<file path="src/rtl/rcw_pkg.sv">
package rcw_pkg;

   typedef enum logic {
      RCW_PATH_VERT = 1'b0,
      RCW_PATH_HORZ = 1'b1
   } rcw_path_e;

   localparam int unsigned RCW_ADDR_W = 12;

   function automatic logic [RCW_ADDR_W-1:0] round_base(input rcw_path_e p);
      return (p == RCW_PATH_VERT) ? 12'hA00 : 12'h800;
   endfunction

   function automatic logic [RCW_ADDR_W-1:0] window_base(input rcw_path_e p);
      return (p == RCW_PATH_VERT) ? 12'h600 : 12'h400;
   endfunction

   function automatic logic [RCW_ADDR_W-1:0] limit_base(input rcw_path_e p);
      return (p == RCW_PATH_VERT) ? 12'hE00 : 12'hC00;
   endfunction

endpackage

</file>
<file path="src/rtl/rcw_bank_file.sv">
module rcw_bank_file #(
   parameter int unsigned DATA_W = 32,
   parameter int unsigned IDX_W  = 4,
   parameter int unsigned ADDR_W = 12,
   parameter logic [ADDR_W-1:0] BASE = '0
) (
   input  logic              clk,
   input  logic              rst_n,
   input  logic              wr_en_i,
   input  logic [ADDR_W-1:0] wr_addr_i,
   input  logic [DATA_W-1:0] wr_data_i,
   input  logic [IDX_W-1:0]  rd_idx_i,
   output logic [DATA_W-1:0] rd_data_o
);
   localparam int unsigned DEPTH = 1 << IDX_W;

   if (IDX_W >= ADDR_W) begin : g_bad_idx
      $error("rcw_bank_file: IDX_W must be smaller than ADDR_W");
   end
   if (BASE[IDX_W-1:0] != '0) begin : g_bad_base
      $error("rcw_bank_file: BASE must be aligned to the bank depth");
   end

   logic [DEPTH-1:0][DATA_W-1:0] mem_q;
   logic                         hit;

   assign hit = wr_en_i && (wr_addr_i[ADDR_W-1:IDX_W] == BASE[ADDR_W-1:IDX_W]);

   always_ff @(posedge clk) begin
      if (!rst_n) begin
         mem_q <= '0;
      end else if (hit) begin
         mem_q[wr_addr_i[IDX_W-1:0]] <= wr_data_i;
      end
   end

   assign rd_data_o = mem_q[rd_idx_i];

   // an address outside this bank leaves every entry untouched
   p_foreign_addr_r8: assert property (@(posedge clk) disable iff (!rst_n)
      (wr_en_i && (wr_addr_i[ADDR_W-1:IDX_W] != BASE[ADDR_W-1:IDX_W])) |=> $stable(mem_q));

endmodule

</file>
<file path="src/rtl/rcw_window.sv">
module rcw_window #(
   parameter int unsigned ACC_W  = 32,
   parameter int unsigned OUT_W  = 12,
   parameter int unsigned WSEL_W = 5,
   parameter int unsigned LIM_W  = 24
) (
   input  logic              clk,
   input  logic              rst_n,
   input  logic [ACC_W-1:0]  sum_i,
   input  logic [WSEL_W-1:0] sel_i,
   input  logic [LIM_W-1:0]  lim_i,
   input  logic              en_i,
   output logic [OUT_W-1:0]  win_o,
   output logic [LIM_W-1:0]  lim_o,
   output logic              en_o
);
   localparam int unsigned MAX_SHIFT = ACC_W - OUT_W;
   localparam int unsigned SEL_TOP   = (1 << WSEL_W) - 1;

   if (OUT_W > ACC_W) begin : g_bad_width
      $error("rcw_window: OUT_W may not exceed ACC_W");
   end

   logic [WSEL_W-1:0] shamt;
   logic [ACC_W-1:0]  shifted;

   if (MAX_SHIFT >= SEL_TOP) begin : g_nocap
      assign shamt = sel_i;
   end else begin : g_cap
      assign shamt = (sel_i > WSEL_W'(MAX_SHIFT)) ? WSEL_W'(MAX_SHIFT) : sel_i;
   end

   assign shifted = sum_i >> shamt;

   always_ff @(posedge clk) begin
      if (!rst_n) begin
         win_o <= '0;
         lim_o <= '0;
         en_o  <= 1'b0;
      end else begin
         win_o <= shifted[OUT_W-1:0];
         lim_o <= lim_i;
         en_o  <= en_i;
      end
   end

   // a zero window passes the low bits
   p_window_lsb_r4: assert property (@(posedge clk) disable iff (!rst_n)
      (sel_i == '0) |=> (win_o == $past(sum_i[OUT_W-1:0])));

   // a window past the top passes the most significant bits
   p_window_cap_r4: assert property (@(posedge clk) disable iff (!rst_n)
      (32'(sel_i) >= MAX_SHIFT) |=> (win_o == $past(sum_i[ACC_W-1 -: OUT_W])));

endmodule

</file>
<file path="src/rtl/rcw_clamp.sv">
module rcw_clamp #(
   parameter int unsigned OUT_W = 12
) (
   input  logic               clk,
   input  logic               rst_n,
   input  logic [OUT_W-1:0]   val_i,
   input  logic [2*OUT_W-1:0] lim_i,
   input  logic               en_i,
   output logic [OUT_W-1:0]   out_o
);
   logic [OUT_W-1:0] lo, hi, res;

   assign lo = lim_i[OUT_W-1:0];
   assign hi = lim_i[2*OUT_W-1:OUT_W];

   always_comb begin
      res = val_i;
      if (en_i) begin
         if (val_i < lo)      res = lo;
         else if (val_i > hi) res = hi;
      end
   end

   always_ff @(posedge clk) begin
      if (!rst_n) out_o <= '0;
      else        out_o <= res;
   end

   // below the lower limit yields the lower limit
   p_clamp_low_r6: assert property (@(posedge clk) disable iff (!rst_n)
      (en_i && (val_i < lo) && (lo < hi)) |=> (out_o == $past(lo)));

   // above the upper limit yields the upper limit
   p_clamp_high_r6: assert property (@(posedge clk) disable iff (!rst_n)
      (en_i && (val_i > hi) && (lo < hi)) |=> (out_o == $past(hi)));

   // with clamping off the value is passed as is
   p_bypass_r7: assert property (@(posedge clk) disable iff (!rst_n)
      (!en_i) |=> (out_o == $past(val_i)));

endmodule

</file>
<file path="src/rtl/rcw_output_stage.sv">
module rcw_output_stage
   import rcw_pkg::*;
#(
   parameter int unsigned ACC_W    = 32,
   parameter int unsigned OUT_W    = 12,
   parameter int unsigned SEL_W    = 4,
   parameter int unsigned WSEL_W   = 5,
   parameter rcw_path_e   PATH     = RCW_PATH_VERT,
   parameter logic [11:0] CFG_ADDR = 12'h005
) (
   input  logic                  clk,
   input  logic                  rst_n,
   input  logic [ACC_W-1:0]      acc_i,
   input  logic [SEL_W-1:0]      bank_sel_i,
   input  logic                  wr_en_i,
   input  logic [RCW_ADDR_W-1:0] wr_addr_i,
   input  logic [ACC_W-1:0]      wr_data_i,
   output logic [OUT_W-1:0]      sample_o
);
   localparam int unsigned LIM_W = 2 * OUT_W;

   if (LIM_W > ACC_W) begin : g_bad_lim
      $error("rcw_output_stage: limit pair must fit in the write word");
   end
   if (WSEL_W > ACC_W) begin : g_bad_wsel
      $error("rcw_output_stage: window code must fit in the write word");
   end

   logic [RCW_ADDR_W-1:0] base_round, base_win, base_lim;

   if (PATH == RCW_PATH_VERT) begin : g_vert
      assign base_round = round_base(RCW_PATH_VERT);
      assign base_win   = window_base(RCW_PATH_VERT);
      assign base_lim   = limit_base(RCW_PATH_VERT);
   end else begin : g_horz
      assign base_round = round_base(RCW_PATH_HORZ);
      assign base_win   = window_base(RCW_PATH_HORZ);
      assign base_lim   = limit_base(RCW_PATH_HORZ);
   end

   logic [ACC_W-1:0]  round_rd;
   logic [WSEL_W-1:0] win_rd;
   logic [LIM_W-1:0]  lim_rd;
   logic              clamp_en_q;

   rcw_bank_file #(.DATA_W(ACC_W), .IDX_W(SEL_W), .ADDR_W(RCW_ADDR_W),
                   .BASE(round_base(PATH))) u_round (
      .clk(clk), .rst_n(rst_n), .wr_en_i(wr_en_i), .wr_addr_i(wr_addr_i),
      .wr_data_i(wr_data_i), .rd_idx_i(bank_sel_i), .rd_data_o(round_rd));

   rcw_bank_file #(.DATA_W(WSEL_W), .IDX_W(SEL_W), .ADDR_W(RCW_ADDR_W),
                   .BASE(window_base(PATH))) u_window (
      .clk(clk), .rst_n(rst_n), .wr_en_i(wr_en_i), .wr_addr_i(wr_addr_i),
      .wr_data_i(wr_data_i[WSEL_W-1:0]), .rd_idx_i(bank_sel_i), .rd_data_o(win_rd));

   rcw_bank_file #(.DATA_W(LIM_W), .IDX_W(SEL_W), .ADDR_W(RCW_ADDR_W),
                   .BASE(limit_base(PATH))) u_limit (
      .clk(clk), .rst_n(rst_n), .wr_en_i(wr_en_i), .wr_addr_i(wr_addr_i),
      .wr_data_i(wr_data_i[LIM_W-1:0]), .rd_idx_i(bank_sel_i), .rd_data_o(lim_rd));

   // configuration word: bit 0 enables clamping
   always_ff @(posedge clk) begin
      if (!rst_n)                                 clamp_en_q <= 1'b0;
      else if (wr_en_i && wr_addr_i == CFG_ADDR)  clamp_en_q <= wr_data_i[0];
   end

   // stage 1: add round value, capture this sample's settings
   logic [ACC_W-1:0]  s1_sum;
   logic [WSEL_W-1:0] s1_win;
   logic [LIM_W-1:0]  s1_lim;
   logic              s1_en;

   always_ff @(posedge clk) begin
      if (!rst_n) begin
         s1_sum <= '0;
         s1_win <= '0;
         s1_lim <= '0;
         s1_en  <= 1'b0;
      end else begin
         s1_sum <= acc_i + round_rd;
         s1_win <= win_rd;
         s1_lim <= lim_rd;
         s1_en  <= clamp_en_q;
      end
   end

   // the sum register holds accumulator plus selected round value
   p_add_r1: assert property (@(posedge clk) disable iff (!rst_n)
      1'b1 |=> (s1_sum - $past(acc_i) == $past(round_rd)));

   // stage 2: window extraction
   logic [OUT_W-1:0] s2_val;
   logic [LIM_W-1:0] s2_lim;
   logic             s2_en;

   rcw_window #(.ACC_W(ACC_W), .OUT_W(OUT_W), .WSEL_W(WSEL_W), .LIM_W(LIM_W)) u_win (
      .clk(clk), .rst_n(rst_n), .sum_i(s1_sum), .sel_i(s1_win), .lim_i(s1_lim),
      .en_i(s1_en), .win_o(s2_val), .lim_o(s2_lim), .en_o(s2_en));

   // stage 3: clamp
   rcw_clamp #(.OUT_W(OUT_W)) u_clamp (
      .clk(clk), .rst_n(rst_n), .val_i(s2_val), .lim_i(s2_lim), .en_i(s2_en),
      .out_o(sample_o));

   // reset leaves the output at zero on the following cycle
   p_reset_out_r10: assert property (@(posedge clk)
      (!rst_n) |=> (sample_o == '0));

endmodule

</file>
<file path="config.mk">
export PLATFORM = sky130hd
export DESIGN_NAME = rcw_output_stage
export DESIGN_NICKNAME = d
export VERILOG_FILES = /design/src/rtl/rcw_pkg.sv /design/src/rtl/rcw_bank_file.sv /design/src/rtl/rcw_window.sv /design/src/rtl/rcw_clamp.sv /design/src/rtl/rcw_output_stage.sv
export SDC_FILE = /design/constraint.sdc
export NUM_CORES = 2
export LEC_CHECK = 0
export BUFFER_PORTS_ARGS = -buffer_cell sky130_fd_sc_hd__buf_2
export CAP_MARGIN = 20
export CORE_UTILIZATION = 30
export DETAILED_ROUTE_END_ITERATION = 10
export SYNTH_ARGS = -nofsm -noshare
export SYNTH_HDL_FRONTEND = slang
export SYNTH_SLANG_ARGS = --single-unit
</file>
<file path="constraint.sdc">
create_clock -name clk -period 9.1 [get_ports clk]
set_clock_uncertainty 0.15 [all_clocks]
set_input_delay 0.455 -clock clk [delete_from_list [all_inputs] [get_ports clk]]
set_output_delay 0.455 -clock clk [all_outputs]
set_load 0.1 [all_outputs]
</file>
==> results.txt <==
outcome: complete, no violations
total of fill cells in the finished design: 16400
Max transition margin: 21.4%
width of the die: 404 µm
final net count: 5482
number of top-level pins: 95
layout cells sized above 1: 13.2%
FF-to-FF path depth: 9
clock sink count: 1088
buffer depth of the longest clock path: 3
relative area change from synthesis to final layout: 11.2%
distinct cell type count of the synthesized netlist: 73
sequential fraction of design power: 48.0%
Layout Cells excl Fill: 7602
P_sw: 2.36 mW
Crit Path Class: primary input to flip-flop
flop-to-flop setup slack: 5.35 ns
Iteration-0 DRC Markers: 4592
drt via density: 5.31
Initial Utilization: 30.2%
Total Negative Setup Slacks: 0 ns
proportion of synthesized flip-flops having asynchronous set or reset: 0%
endpoint type of the worst setup path: flip-flop
insertion delay of the later-clocked pin in the worst-skew pair: 0.73 ns
largest voltage drop on the vdd net: 0.000144 V
TritonCTS clock tree: done
Final Cycle Share: 51.7%
CP max FO: 86
clock transition at the registers of the reported paths: 0.06 ns
number of buffers inserted during clock tree synthesis: 108
Chip Height: 404 µm
first drt pass iteration count: 6
Final Cell Area: 53800 µm²
Yosys reg bits: 1088
Combinational Power Share: 4.6%
die area: 163000 µm²
Final Max Slew Viols: 0
quantity of I/O buffers inserted on ports: 94
initial antenna violation count: 12
residual antenna-violating net count after detailed routing: 0
Hold EP: clamp_en_q
cell count after synthesis: 5578
area after detailed placement: 49900 µm²
area of the multi-input gates: 24300 µm²
switching share of total power: 23.6%
clock network power share: 47.5%
count of max-cap constraint violations: 0
Worst Max-Slew Pin Slew: 1.18 ns
Routed WL per cell: 21.6 µm
Mapped Nets: 5716
area of the core: 160000 µm²
Post-synth top flop: sky130_fd_sc_hd__dfxtp_1
number of hold violations in the final report: 0
class of the tightest hold or removal check: primary input to flip-flop
Mapped Area: 48400 µm²
Sequential Area: 21800 µm²
total chip power: 9.99 mW
unrepaired setup endpoints after global routing: no
Clock Root Buffer: sky130_fd_sc_hd__clkbuf_16
remaining routing DRC violations: 0
Internal Dissipation: 7.63 mW
# Post-CTS Setup Buffers: 0
Min Clock Period, post-route: 4.70 ns
LEAKAGE: 17.4 nW
H-Tree Level Count: 3
critical path arrival: 5.19 ns
instance count after placement with tap cells included: 7379
row count: 147
CP Launch Type: primary input
yosys warns: 0
GRT Total Usage: 19.5%
depth of the worst hold-timing path: 5
Worst Path Required: 9.59 ns
portion of the post-synthesis area used by sequential elements: 45.0%
maximum number of pins on one net before global-route repair: 219
mean instance size in the synthesized netlist: 8.68 µm²
reg2reg end: s1_sum[31]
detailed placer's ending HPWL: 90600 µm
Final Routed Wirelength: 164000 µm
EDFF count, synth: 0
detailed-route via count: 40300
total setup violations reported at the end of the flow: 0
highest achievable clock rate: 213 MHz
launch point of the worst reg-to-reg path: u_round.mem_q[110]
routability congestion estimate: 0.866
GR Overflow Total: 0
hold path startpoint: wr_addr_i[9]
power per cell area: 186 nW/µm²
number of global-route vias before repair: 38200
wire length of the first global-routing pass: 244000 µm
==> layer usage <==
layer	GRT usage [%]	part of all wire, %	up-vias
li1	-	-	18500
met2	32.3	47	1871
met5	0	0.014	-
met4	7.54	3.7	4
met1	25.3	40	19700
met3	3.41	8.6	347
==> sequential cells by signal, summed over array words and instances, names as in the netlist <==
| register | cells |
|---|---|
| clamp_en_q | 1 |
| s1_en | 1 |
| s1_lim | 24 |
| s1_sum | 32 |
| s1_win | 5 |
| u_clamp.out_o | 12 |
| u_limit.mem_q | 384 |
| u_round.mem_q | 512 |
| u_win.en_o | 1 |
| u_win.lim_o | 24 |
| u_win.win_o | 12 |
| u_window.mem_q | 80 |
==> cells in the mapped netlist, drive strengths merged (2+ instances only) <==
cell type / n / area [µm²]
buf: 163 / 1050
and2: 63 / 398
and3: 11 / 68.8
nand2b: 17 / 106
nand3: 77 / 390
nor3b: 2 / 15.0
nor2b: 9 / 56.3
a311oi: 5 / 43.8
nor3: 17 / 90.1
or2: 8 / 50.1
a2111oi: 3 / 26.3
a22oi: 2 / 15.0
mux4: 316 / 7130
mux2i: 42 / 420
nor2: 89 / 572
dfxtp: 1088 / 21800
o21bai: 4 / 30.0
nand3b: 2 / 18.8
o21ai: 54 / 274
mux2: 5 / 56.3
a21o: 14 / 105
nand4: 15 / 93.8
ha: 54 / 676
o221ai: 3 / 26.3
xnor2: 11 / 96.3
o2111ai: 2 / 17.5
a21oi: 1039 / 5200
a211oi: 14 / 105
o22a: 2 / 17.5
nor4: 2 / 12.5
o211ai: 7 / 52.6
o211a: 4 / 40.0
o21a: 6 / 45.0
o22ai: 15 / 93.8
clkbuf: 346 / 1300
a31oi: 10 / 62.6
nand2: 1992 / 7480
inv: 33 / 124
o31ai: 4 / 30.0
xor2: 11 / 96.3
==> cell type report <==
class | instances | share of cell area [%]
diodes | 7 | 0.0325
clock buffers | 154 | 5.79
clock inverters | 47 | 1.20
inverters | 33 | 0.244
multi-input cells | 3948 | 45.1
flip-flops and latches | 1088 | 40.5
well taps | 2160 | 5.02
repair buffers | 165 | 2.13
==> critical path, cell delays in order <==
cell and delay (ns):
sky130_fd_sc_hd__buf_8 0.61, sky130_fd_sc_hd__buf_12 0.64, sky130_fd_sc_hd__mux4_2 0.60, sky130_fd_sc_hd__mux4_2 0.53, sky130_fd_sc_hd__ha_1 0.42, sky130_fd_sc_hd__nand4_1 0.18
sky130_fd_sc_hd__or2_2 0.32, sky130_fd_sc_hd__o311ai_2 0.56, sky130_fd_sc_hd__o22ai_1 0.23, sky130_fd_sc_hd__o21ai_0 0.25, sky130_fd_sc_hd__mux2i_1 0.23
==> what timing repair did <==
item                      in CTS  in global routing
hold endpoints to repair     130                  2
gates resized for setup        0                  0
hold buffers                  10                  1
==> how the worst max path moves through the flow <==
stage,start,endpoint,slack (ns)
finish,bank_sel_i[0],s1_sum[31],4.40
global placement,bank_sel_i[0],s1_sum[31],3.65
CTS,bank_sel_i[0],s1_sum[31],4.37
floorplan,bank_sel_i[0],s1_sum[26],4.49
detailed placement,bank_sel_i[0],s1_sum[31],3.61
global route,bank_sel_i[0],s1_sum[28],4.02
==> cells in the final DEF (no fill, tap or decap), types with 20 or more instances in the layout <==
cell	instances
sky130_fd_sc_hd__inv_1	32
sky130_fd_sc_hd__nand2_1	1984
sky130_fd_sc_hd__o21ai_0	52
sky130_fd_sc_hd__and2_1	61
sky130_fd_sc_hd__a21oi_1	1039
sky130_fd_sc_hd__mux4_2	313
sky130_fd_sc_hd__dfxtp_1	1088
sky130_fd_sc_hd__mux2i_1	42
sky130_fd_sc_hd__clkbuf_8	22
sky130_fd_sc_hd__nor2_1	57
sky130_fd_sc_hd__nand3_1	76
sky130_fd_sc_hd__clkbuf_1	23
sky130_fd_sc_hd__nor2_4	20
sky130_fd_sc_hd__buf_4	54
sky130_fd_sc_hd__buf_2	90
sky130_fd_sc_hd__ha_1	54
sky130_fd_sc_hd__clkbuf_16	109
==> power by group through the flow <==
stage / Clock [mW] / Combinational [mW] / Sequential (mW)
6_report: 4.74 / 0.455 / 4.79
4_1_cts: 4.80 / 0.452 / 4.79
5_1_grt: 4.99 / 0.481 / 4.79
3_3_place_gp: 0 / 0.446 / 4.90
3_5_place_dp: 0 / 0.447 / 4.90
2_1_floorplan: 0 / 0.301 / 4.90
==> cell families (layout without fill, tap and decap cells) <==
kind of cell               count (synthesis)  count (layout)  share of synthesized area (%)
AOI/OAI and AO/OA                       1198            1198                           13.0
xor gates and xnor gates                  22              22                          0.398
adders and majority gates                 55              55                           1.44
buffers and inverters                    542             399                           5.10
DFF                                     1088            1088                           45.0
muxes                                    363             363                           15.7
other                                      0               7                              0
and+or+nand+nor                         2310            2310                           19.4
==> metrics by stage <==
stage / hold slack [ns] / utilization [%] / setup WS, ns
3_5_place_dp: 0.275 / 31.1 / 3.61
3_3_place_gp: 0.274 / 31.1 / 3.65
5_1_grt: 0.0603 / 33.6 / 4.02
6_report: 0.0638 / 33.6 / 4.40
4_1_cts: 0.0249 / 33.5 / 4.37
2_1_floorplan: 0.262 / - / 4.49
Note: power is estimated with default switching activity, not from simulation.
